File: src/rtl/tod_xfer_pkg.sv
package tod_xfer_pkg;

  localparam int TOD_W  = 64;
  localparam int BASE_W = 20;
  localparam int REG_W  = 12;
  localparam int ID_W   = 5;
  localparam int ERR_W  = 6;

  // register select codes
  typedef enum logic [1:0] {
    SEL_TARGET = 2'd0,
    SEL_XFER   = 2'd1,
    SEL_LOAD   = 2'd2,
    SEL_ERRCLR = 2'd3
  } wsel_e;

  // error flag positions
  localparam int ERR_UNIMPL_REG = 0;
  localparam int ERR_ID_OFF     = 1;
  localparam int ERR_NO_MATCH   = 2;
  localparam int ERR_BAD_CMD    = 3;
  localparam int ERR_NO_TARGET  = 4;
  localparam int ERR_NOT_READY  = 5;

  // field extraction from a 64-bit write word (LSB-0 positions)
  function automatic logic f_addr_mode(input logic [TOD_W-1:0] d);
    return d[28];
  endfunction

  function automatic logic [REG_W-1:0] f_reg_part(input logic [TOD_W-1:0] d);
    return d[32 +: REG_W];
  endfunction

  function automatic logic [BASE_W-1:0] f_base_part(input logic [TOD_W-1:0] d);
    return d[32+REG_W +: BASE_W];
  endfunction

  function automatic logic [ID_W-1:0] f_core_id(input logic [TOD_W-1:0] d);
    return d[32 +: ID_W];
  endfunction

  function automatic logic f_cmd_go(input logic [TOD_W-1:0] d);
    return d[TOD_W-1];
  endfunction

  function automatic logic [TOD_W-1:0] f_tod_next(input logic [TOD_W-1:0] t);
    return t + {{(TOD_W-1){1'b0}}, 1'b1};
  endfunction

endpackage

File: src/rtl/tod_counter.sv
module tod_counter
  import tod_xfer_pkg::*;
(
  input  logic             clk,
  input  logic             rst_n,
  input  logic             load_wr,
  output logic             running,
  output logic [TOD_W-1:0] tod
);

  always_ff @(posedge clk or negedge rst_n) begin
    if (!rst_n) begin
      running <= 1'b0;
      tod     <= '0;
    end else begin
      if (load_wr) running <= 1'b1;
      if (running) tod <= f_tod_next(tod);
    end
  end

  AST_RUN_STICKY: assert property (@(posedge clk) disable iff (!rst_n)
    running |=> running);

  AST_COUNT_STEP: assert property (@(posedge clk) disable iff (!rst_n)
    (running && $past(running)) |-> (tod == $past(tod) + 64'd1));

  AST_STOPPED_HOLD: assert property (@(posedge clk) disable iff (!rst_n)
    !running |=> $stable(tod));

endmodule

File: src/rtl/tod_target_resolver.sv
module tod_target_resolver
  import tod_xfer_pkg::*;
#(
  parameter int N_CORES     = 8,
  parameter bit ID_MODE_EN  = 1'b1,
  parameter int TOD_REG_OFS = 12'h0A4,
  parameter int BASE_ORIGIN = 20'h21000,
  parameter int BASE_STRIDE = 8,
  parameter int ID_ORIGIN   = 2,
  parameter int ID_STRIDE   = 3,
  localparam int IDX_W      = (N_CORES > 1) ? $clog2(N_CORES) : 1
) (
  input  logic              clk,
  input  logic              rst_n,
  input  logic              tgt_wr,
  input  logic              addr_mode,
  input  logic [REG_W-1:0]  req_reg,
  input  logic [BASE_W-1:0] req_base,
  input  logic [ID_W-1:0]   req_id,
  output logic              tgt_valid,
  output logic [IDX_W-1:0]  tgt_idx,
  output logic              ev_unimpl,
  output logic              ev_id_off,
  output logic              ev_no_match
);

  logic [N_CORES-1:0] hit_addr;
  logic [N_CORES-1:0] hit_id;
  logic [N_CORES-1:0] hit_vec;
  logic [IDX_W-1:0]   pick;
  logic               any_hit;
  logic               reject;

  for (genvar gi = 0; gi < N_CORES; gi++) begin : g_table
    localparam logic [BASE_W-1:0] ENT_BASE = BASE_W'(BASE_ORIGIN + gi*BASE_STRIDE);
    localparam logic [ID_W-1:0]   ENT_ID   = ID_W'(ID_ORIGIN + gi*ID_STRIDE);
    assign hit_addr[gi] = (req_base == ENT_BASE);
    assign hit_id[gi]   = (req_id == ENT_ID);
  end

  always_comb begin
    hit_vec = addr_mode ? hit_addr : hit_id;
    any_hit = |hit_vec;
    pick    = '0;
    for (int i = N_CORES-1; i >= 0; i--) begin
      if (hit_vec[i]) pick = IDX_W'(i);
    end
  end

  assign reject      = addr_mode ? (req_reg != REG_W'(TOD_REG_OFS)) : !ID_MODE_EN;
  assign ev_unimpl   = tgt_wr && addr_mode && (req_reg != REG_W'(TOD_REG_OFS));
  assign ev_id_off   = tgt_wr && !addr_mode && !ID_MODE_EN;
  assign ev_no_match = tgt_wr && !reject && !any_hit;

  always_ff @(posedge clk or negedge rst_n) begin
    if (!rst_n) begin
      tgt_valid <= 1'b0;
      tgt_idx   <= '0;
    end else if (tgt_wr && !reject) begin
      tgt_valid <= any_hit;
      if (any_hit) tgt_idx <= pick;
    end
  end

  AST_TARGET_HOLD: assert property (@(posedge clk) disable iff (!rst_n)
    (!tgt_wr || reject) |=> $stable({tgt_valid, tgt_idx}));

  AST_PICK_LOWEST: assert property (@(posedge clk) disable iff (!rst_n)
    any_hit |-> (hit_vec[pick] && ((hit_vec & ((N_CORES'(1) << pick) - N_CORES'(1))) == '0)));

  AST_MISS_INVALID: assert property (@(posedge clk) disable iff (!rst_n)
    ev_no_match |=> !tgt_valid);

endmodule

File: src/rtl/tod_xfer_engine.sv
module tod_xfer_engine
  import tod_xfer_pkg::*;
#(
  parameter int N_CORES = 8,
  localparam int IDX_W  = (N_CORES > 1) ? $clog2(N_CORES) : 1
) (
  input  logic               clk,
  input  logic               rst_n,
  input  logic               cmd_wr,
  input  logic               cmd_go,
  input  logic               tgt_valid,
  input  logic [IDX_W-1:0]   tgt_idx,
  input  logic [N_CORES-1:0] core_ready,
  input  logic [TOD_W-1:0]   tod_now,
  output logic               xfer_valid,
  output logic [TOD_W-1:0]   xfer_data,
  output logic [N_CORES-1:0] core_sent,
  output logic               ev_bad_cmd,
  output logic               ev_no_target,
  output logic               ev_not_ready
);

  logic fire;
  logic tgt_ready;

  assign tgt_ready    = core_ready[tgt_idx];
  assign ev_bad_cmd   = cmd_wr && !cmd_go;
  assign ev_no_target = cmd_wr && cmd_go && !tgt_valid;
  assign ev_not_ready = cmd_wr && cmd_go && tgt_valid && !tgt_ready;
  assign fire         = cmd_wr && cmd_go && tgt_valid && tgt_ready;

  always_ff @(posedge clk or negedge rst_n) begin
    if (!rst_n) begin
      xfer_valid <= 1'b0;
      xfer_data  <= '0;
      core_sent  <= '0;
    end else begin
      xfer_valid <= fire;
      core_sent  <= fire ? (N_CORES'(1) << tgt_idx) : '0;
      if (fire) xfer_data <= tod_now;
    end
  end

  AST_SENT_ONEHOT: assert property (@(posedge clk) disable iff (!rst_n)
    $onehot0(core_sent));

  AST_SENT_NEEDS_READY: assert property (@(posedge clk) disable iff (!rst_n)
    (core_sent != '0) |-> (($past(core_ready) & core_sent) == core_sent));

  AST_SENT_NEEDS_GO: assert property (@(posedge clk) disable iff (!rst_n)
    xfer_valid |-> $past(cmd_wr && cmd_go));

  AST_DATA_CAPTURE: assert property (@(posedge clk) disable iff (!rst_n)
    xfer_valid |-> (xfer_data == $past(tod_now)));

endmodule

File: src/rtl/tod_err_reg.sv
module tod_err_reg
  import tod_xfer_pkg::*;
(
  input  logic             clk,
  input  logic             rst_n,
  input  logic [ERR_W-1:0] set_evt,
  input  logic             clr_wr,
  input  logic [ERR_W-1:0] clr_mask,
  output logic [ERR_W-1:0] err
);

  logic [ERR_W-1:0] clr_eff;

  assign clr_eff = clr_wr ? clr_mask : '0;

  always_ff @(posedge clk or negedge rst_n) begin
    if (!rst_n) err <= '0;
    else        err <= (err & ~clr_eff) | set_evt;
  end

  AST_ERR_CLEARED: assert property (@(posedge clk) disable iff (!rst_n)
    (clr_wr && ((set_evt & clr_mask) == '0)) |=> ((err & $past(clr_mask)) == '0));

  AST_ERR_NEEDS_EVENT: assert property (@(posedge clk) disable iff (!rst_n)
    ((err & ~$past(err)) != '0) |-> ($past(set_evt) != '0));

endmodule

File: src/rtl/tod_xfer_ctrl.sv
module tod_xfer_ctrl
  import tod_xfer_pkg::*;
#(
  parameter int N_CORES     = 8,
  parameter bit ID_MODE_EN  = 1'b1,
  parameter int TOD_REG_OFS = 12'h0A4,
  parameter int BASE_ORIGIN = 20'h21000,
  parameter int BASE_STRIDE = 8,
  parameter int ID_ORIGIN   = 2,
  parameter int ID_STRIDE   = 3
) (
  input  logic               clk,
  input  logic               rst_n,
  input  logic               wr_en,
  input  logic [1:0]         wr_sel,
  input  logic [63:0]        wr_data,
  input  logic [N_CORES-1:0] core_ready,
  output logic [63:0]        tod_value,
  output logic               tod_running,
  output logic [5:0]         err_flags,
  output logic               xfer_valid,
  output logic [63:0]        xfer_data,
  output logic [N_CORES-1:0] core_sent
);

  localparam int IDX_W = (N_CORES > 1) ? $clog2(N_CORES) : 1;

  logic             tgt_wr, cmd_wr, load_wr, clr_wr;
  logic             tgt_valid;
  logic [IDX_W-1:0] tgt_idx;
  logic             ev_unimpl, ev_id_off, ev_no_match;
  logic             ev_bad_cmd, ev_no_target, ev_not_ready;
  logic [ERR_W-1:0] set_evt;
  logic             unused_wr_bits;

  assign tgt_wr  = wr_en && (wsel_e'(wr_sel) == SEL_TARGET);
  assign cmd_wr  = wr_en && (wsel_e'(wr_sel) == SEL_XFER);
  assign load_wr = wr_en && (wsel_e'(wr_sel) == SEL_LOAD);
  assign clr_wr  = wr_en && (wsel_e'(wr_sel) == SEL_ERRCLR);
  assign unused_wr_bits = ^{wr_data[31:29], wr_data[27:6]};

  tod_counter u_counter (
    .clk     (clk),
    .rst_n   (rst_n),
    .load_wr (load_wr),
    .running (tod_running),
    .tod     (tod_value)
  );

  tod_target_resolver #(
    .N_CORES     (N_CORES),
    .ID_MODE_EN  (ID_MODE_EN),
    .TOD_REG_OFS (TOD_REG_OFS),
    .BASE_ORIGIN (BASE_ORIGIN),
    .BASE_STRIDE (BASE_STRIDE),
    .ID_ORIGIN   (ID_ORIGIN),
    .ID_STRIDE   (ID_STRIDE)
  ) u_resolver (
    .clk         (clk),
    .rst_n       (rst_n),
    .tgt_wr      (tgt_wr),
    .addr_mode   (f_addr_mode(wr_data)),
    .req_reg     (f_reg_part(wr_data)),
    .req_base    (f_base_part(wr_data)),
    .req_id      (f_core_id(wr_data)),
    .tgt_valid   (tgt_valid),
    .tgt_idx     (tgt_idx),
    .ev_unimpl   (ev_unimpl),
    .ev_id_off   (ev_id_off),
    .ev_no_match (ev_no_match)
  );

  tod_xfer_engine #(.N_CORES(N_CORES)) u_engine (
    .clk          (clk),
    .rst_n        (rst_n),
    .cmd_wr       (cmd_wr),
    .cmd_go       (f_cmd_go(wr_data)),
    .tgt_valid    (tgt_valid),
    .tgt_idx      (tgt_idx),
    .core_ready   (core_ready),
    .tod_now      (tod_value),
    .xfer_valid   (xfer_valid),
    .xfer_data    (xfer_data),
    .core_sent    (core_sent),
    .ev_bad_cmd   (ev_bad_cmd),
    .ev_no_target (ev_no_target),
    .ev_not_ready (ev_not_ready)
  );

  always_comb begin
    set_evt                 = '0;
    set_evt[ERR_UNIMPL_REG] = ev_unimpl;
    set_evt[ERR_ID_OFF]     = ev_id_off;
    set_evt[ERR_NO_MATCH]   = ev_no_match;
    set_evt[ERR_BAD_CMD]    = ev_bad_cmd;
    set_evt[ERR_NO_TARGET]  = ev_no_target;
    set_evt[ERR_NOT_READY]  = ev_not_ready;
  end

  tod_err_reg u_err (
    .clk      (clk),
    .rst_n    (rst_n),
    .set_evt  (set_evt),
    .clr_wr   (clr_wr),
    .clr_mask (wr_data[ERR_W-1:0]),
    .err      (err_flags)
  );

  AST_ONE_EVENT: assert property (@(posedge clk) disable iff (!rst_n)
    $onehot0(set_evt));

  AST_SENT_NO_ERR: assert property (@(posedge clk) disable iff (!rst_n)
    xfer_valid |-> !$past(ev_not_ready || ev_no_target || ev_bad_cmd));

endmodule

File: config.mk
export PLATFORM = sky130hd
export DESIGN_NAME = tod_xfer_ctrl
export DESIGN_NICKNAME = d
export VERILOG_FILES = /design/src/rtl/tod_xfer_pkg.sv /design/src/rtl/tod_counter.sv /design/src/rtl/tod_target_resolver.sv /design/src/rtl/tod_xfer_engine.sv /design/src/rtl/tod_err_reg.sv /design/src/rtl/tod_xfer_ctrl.sv
export SDC_FILE = /design/constraint.sdc
export NUM_CORES = 1
export LEC_CHECK = 0
export BUFFER_PORTS_ARGS = -buffer_cell sky130_fd_sc_hd__clkbuf_2
export CORE_ASPECT_RATIO = 2
export CORE_UTILIZATION = 45
export DETAILED_ROUTE_END_ITERATION = 7
export PLACE_DENSITY = 0.78
export SYNTH_ARGS = -nofsm -noshare
export SYNTH_HDL_FRONTEND = slang
export SYNTH_SLANG_ARGS = --single-unit
File: constraint.sdc
create_clock -name clk -period 3.1 [get_ports clk]
set_input_delay 0 -clock clk [delete_from_list [all_inputs] [get_ports clk]]
set_output_delay 0 -clock clk [all_outputs]
set_load 0.01 [all_outputs]
# After elaboration in Yosys (flattened, before gate mapping)
# Cells that the tools add are included.
# word_totals
reg_bits,148
out_inout_bits,144
input_bits,77
# op_classes
eq_ne,20
reduce_logical,22
muxes,14
addsub,1
shift,1
n_bitwise,3
magnitude_cmp,1
# ops
cell,count
"20-bit by 18-bit == test with 1-bit output, second input constant",8
"64-bit by 1-bit adder with 64-bit output, second input constant",1
3-bit 2-to-1 mux,8
8-bit 2-to-1 mux,2
"5-bit by 4-bit == test with 1-bit output, second input constant",3
"5-bit == test, second input constant",3
1-bit logical AND,14
"12-bit by 8-bit != test with 1-bit output, second input constant",1
8-bit OR reduction,1
"1-bit by 3-bit left shift with 8-bit output, first input constant",1
6-bit bitwise AND,1
6-bit 2-to-1 mux,1
6-bit NOT,1
6-bit bitwise OR,1
"5-bit by 2-bit == test with 1-bit output, second input constant",1
"5-bit by 3-bit == test with 1-bit output, second input constant",1
1-bit logical NOT,5
"2-bit == test, second input constant",2
"3-bit by 4-bit < comparator with 1-bit output, second input constant",1
1-bit binary-select mux with 3-bit select,1
"2-bit by 1-bit == test with 1-bit output, second input constant",1
2-bit logical NOT,1
1-bit 2-to-1 mux,2
2-bit AND reduction,1

# Longest topological paths before layout
# logic_depth
ltp_word,10
depth_mapped,8
mapped_depth_nobuf,6

# Cells and area by module
# A second synthesis with hierarchy kept.
# hier_totals
cells_unflattened,552
area_unflattened_um2,6881.6
# modules_own_cells
module,n_inst,cells_each,seq_area_each_um2,area_each_um2
tod_counter,1,280,1626.6,3054.2
tod_xfer_engine,1,174,1826.8,2960.3
tod_target_resolver,1,76,100.1,611.8
tod_err_reg,1,18,150.1,217.7
tod_xfer_ctrl,1,4,0.0,37.5

# Worst setup path after synthesis
# OpenSTA, ideal clock, no wires.
# synth_timing
path_type,register -> register
startpoint,register u_counter.tod[0]
endpoint,register u_counter.tod[54]
stages_incl_launch_ff,7
n_path_buf,0
t_arrival_ns,1.987
setup_ns,0.127
setup_slack_ns,0.986
period_less_slack_ns,2.114
cell_sequence,dfrtp_1 -> ha_1 -> nand4_2 -> nor4_4 -> nand4_4 -> or4_4 -> xnor2_2
# synth_via
elab_chain_len,1
# synth_lines
element,line_no,source
from (decl),tod_counter.sv:8,output logic [TOD_W-1:0] tod
from (signal assigned),tod_counter.sv:17,if (running) tod <= f_tod_next(tod);
64-bit by 1-bit adder with 64-bit output,tod_xfer_pkg.sv:47,"return t + {{(TOD_W-1){1'b0}}, 1'b1};"
# Every way passes these cells.
# A chain may end at the register's enable or synchronous reset.

# Worst setup path in the final report
# Same ends and word-level chain as after synthesis.

==> impl_metrics.toml <==
[status]
status = "complete, no violations"

[sta]
clock.fmax_mhz = 419.1
setup_viol = 0
worst_slew_pin_slew_ns = 0.8546
rsz0062_at_grt = "no"
setup_tns_ns = 0
finalHoldViolCount = 0
layout_setup_ws_ns = 0.7138
timing.slew.headroom_pct = 43.02
slew_viol_final = 0
min_period_ns = 2.386
period_share_pct = 76.97
finClkSkew_ns = 0.01125

[setup_path]
path_cells = "ha_1, nand4_2, nor4_4, nand4_4, or4_4, xnor2_2"
crit_path_end_kind = "flip-flop"
cp_num_buf_inv = 0
cp_slowest_cell = "dfrtp_1"
arrival_ns = 2.69
worstPathRequired_ns = 3.40
path_delay_family = "simple AND/OR/NAND/NOR gates"
critPathMaxStageDelay_ns = 0.50
cp-start-kind = "flip-flop"
crit_fanout = 8
reg2reg_from = "u_counter.tod[0]$_DFFE_PN0P_"
startpoint = "u_counter.tod[0]$_DFFE_PN0P_"
path_class = "flip-flop to flip-flop"

[clock_tree]
cts_setup_buffers = 0
root_buffer = "clkbuf_16"
cts_tree = "done"
clkTransAtPathRegs_ns = 0.06
clk_latency_ns = 0.42
clockBufferDepth = 2
cts_buffers = 17
htreeDepth = 4
cts_sinks = 148

[grt]
grt.total_usage_pct = 21.89
antenna_found_initial = 0
grt_pass1_wl_microns = 25360
overflow = 0
first_global_vias = 5154
grt_max_degree = 90

[synth]
syn_inst = 522
synth-seq-cells = 148
synth_edf_count = 0
yosys.cell_types.count = 56
async_flop_share_pct = 100.0
yosysWarnings = 0
synth_flop_cell = "dfrtp_1"
synth_nets = 600
avgSynthCellArea_sq_um = 12.62
synth_area_sq_um = 6589
yosysSeqAreaShare_pct = 56.21

[die]
dieArea_sq_um = 15160
ioPinCount = 221
start_util_pct = 45.91
dieHeight_microns = 173.1
die_x_microns = 87.56
num_rows = 62
fp.coreArea_sq_um = 14350

[pwr]
cellLeakagePower_nw = 4.464
peakVddDrop_mv = 0.4377
power.density_nw_per_um2 = 544.9

[layout]
layout.cells.non_filler = 944
multiInputGateArea_sq_um = 2713
fillers = 1135
fin_area_sq_um = 8491
layout_common_cells = "clkbuf_2, dfrtp_1, mux2_2"
drive_above_1_share_pct = 42.55
final_common_cell = "clkbuf_2"
diodes = 0
final_core_utilization_pct = 59.16
final-seq-area_sq_um = 3704
area_growth_pct = 28.86
fin_nets = 817

[routing]
viasPerCell = 5.287
routed_wl_microns = 15590
drt_pass1_iterations = 4
drc = 0
ant_nets = 0
num_vias = 4991
drtIter0Drc = 134
wl_per_cell_microns = 16.51

[place]
place_area_sq_um = 7719
pre_cts_slack_ns = 0.6491
port_buffers = 195
dp_cells = 894
dp.final_hpwl_microns = 11140
gp_congestion = 0.7980

[worst_hold_path]
min-delay-start = "wr_data[32]"
hold_path_class = "input port to flip-flop"

[flow_run]
maxCapViolations = 0
==> routing by layer <==
layer	GRT usage, %	routed length (microns)	vias up
met4	10.11	378	0
li1	-	-	2286
met1	21.81	5566	2484
met5	0	0	-
met2	40.98	8963	194
met3	5.251	680	27
==> cells in the mapped netlist, types with 4 or more instances <==
master	count	share of area [%]
nor4_1	5	0.47
dfrtp_1	148	56
nor4b_1	7	0.93
nand2_1	38	2.2
and3_1	12	1.1
nor2_1	34	1.9
nor3_1	18	1.4
clkbuf_1	5	0.28
nand4_1	13	1.2
inv_1	14	0.80
nor4_4	6	1.9
xor2_1	34	4.5
mux2_2	66	11
nand4_2	4	0.76
nand3_1	21	1.6
o21ai_0	6	0.46
xnor2_1	30	4.0
buf_6	7	1.2
==> stage by stage <==
step           hold WS [ns]  power [mW]
2_1_floorplan       -0.2956       2.378
3_3_place_gp        0.09207       2.577
3_5_place_dp         0.1219       2.606
4_1_cts             0.02698       4.681
5_1_grt             0.03537       4.814
6_report            0.06251       4.626
==> timing repair <==
action / CTS / global route
hold endpoints to repair: 98 / 0
resized for setup: 0 / 0
hold buffers: 18 / 0
==> where the power goes <==
part / leakage [nW] / total [mW] / internal, mW / switching (mW)
registers: 2.03 / 2.15 / 2.01 / 0.141
clock network: 0.281 / 2.05 / 1.22 / 0.830
logic: 2.16 / 0.427 / 0.197 / 0.230
total: 4.46 / 4.63 / 3.43 / 1.20
==> logic make-up (layout without fill, tap and decap cells) <==
logic type,count (synthesis),after routing,share of synthesized area (%)
AOI/OAI and AO/OA,24,24,2.488
xor gates and xnor gates,65,65,8.754
adders and majority gates,1,1,0.1899
buffers and inverters,31,261,2.734
DFF,148,148,56.21
muxes,69,69,12.12
and+or+nand+nor,184,184,17.51
==> flip-flops by register name, indices dropped and copies added, names as in the netlist <==
name / cells
u_err.err: 6
u_counter.tod: 64
u_engine.core_sent: 8
u_engine.xfer_valid: 1
u_resolver.tgt_idx: 3
u_resolver.tgt_valid: 1
u_engine.xfer_data: 64
u_counter.running: 1
==> worst paths after layout <==
path	endpoint	slack [ns]	cells after the start
min reg2reg	u_engine.xfer_data[32]$_DFFE_PN0P_	0.50	1
min	u_resolver.tgt_idx[0]$_DFFE_PN0P_	0.06	3
max reg2reg	u_counter.tod[54]$_DFFE_PN0P_	0.71	6
max in group asynchronous	u_counter.tod[3]$_DFFE_PN0P_	2.07	3
max	u_counter.tod[54]$_DFFE_PN0P_	0.71	6
min in group asynchronous	u_engine.xfer_data[53]$_DFFE_PN0P_	0.22	2
==> worst reg2reg max path: stages (launching register included) <==
cell and delay [ns]:
dfrtp_1 0.50, ha_1 0.24, nand4_2 0.23, nor4_4 0.45
nand4_4 0.23, or4_4 0.48, xnor2_2 0.15
==> layout make-up <==
type                       count  area share, %
clock buffer                  19          5.217
clock inverter                13          1.754
inverter                      14         0.6189
multi-input combinational    343          31.95
sequential                   148          43.62
tap                          192          2.829
timing repair buffer         215          14.01
(Power assumes the default switching activity.)
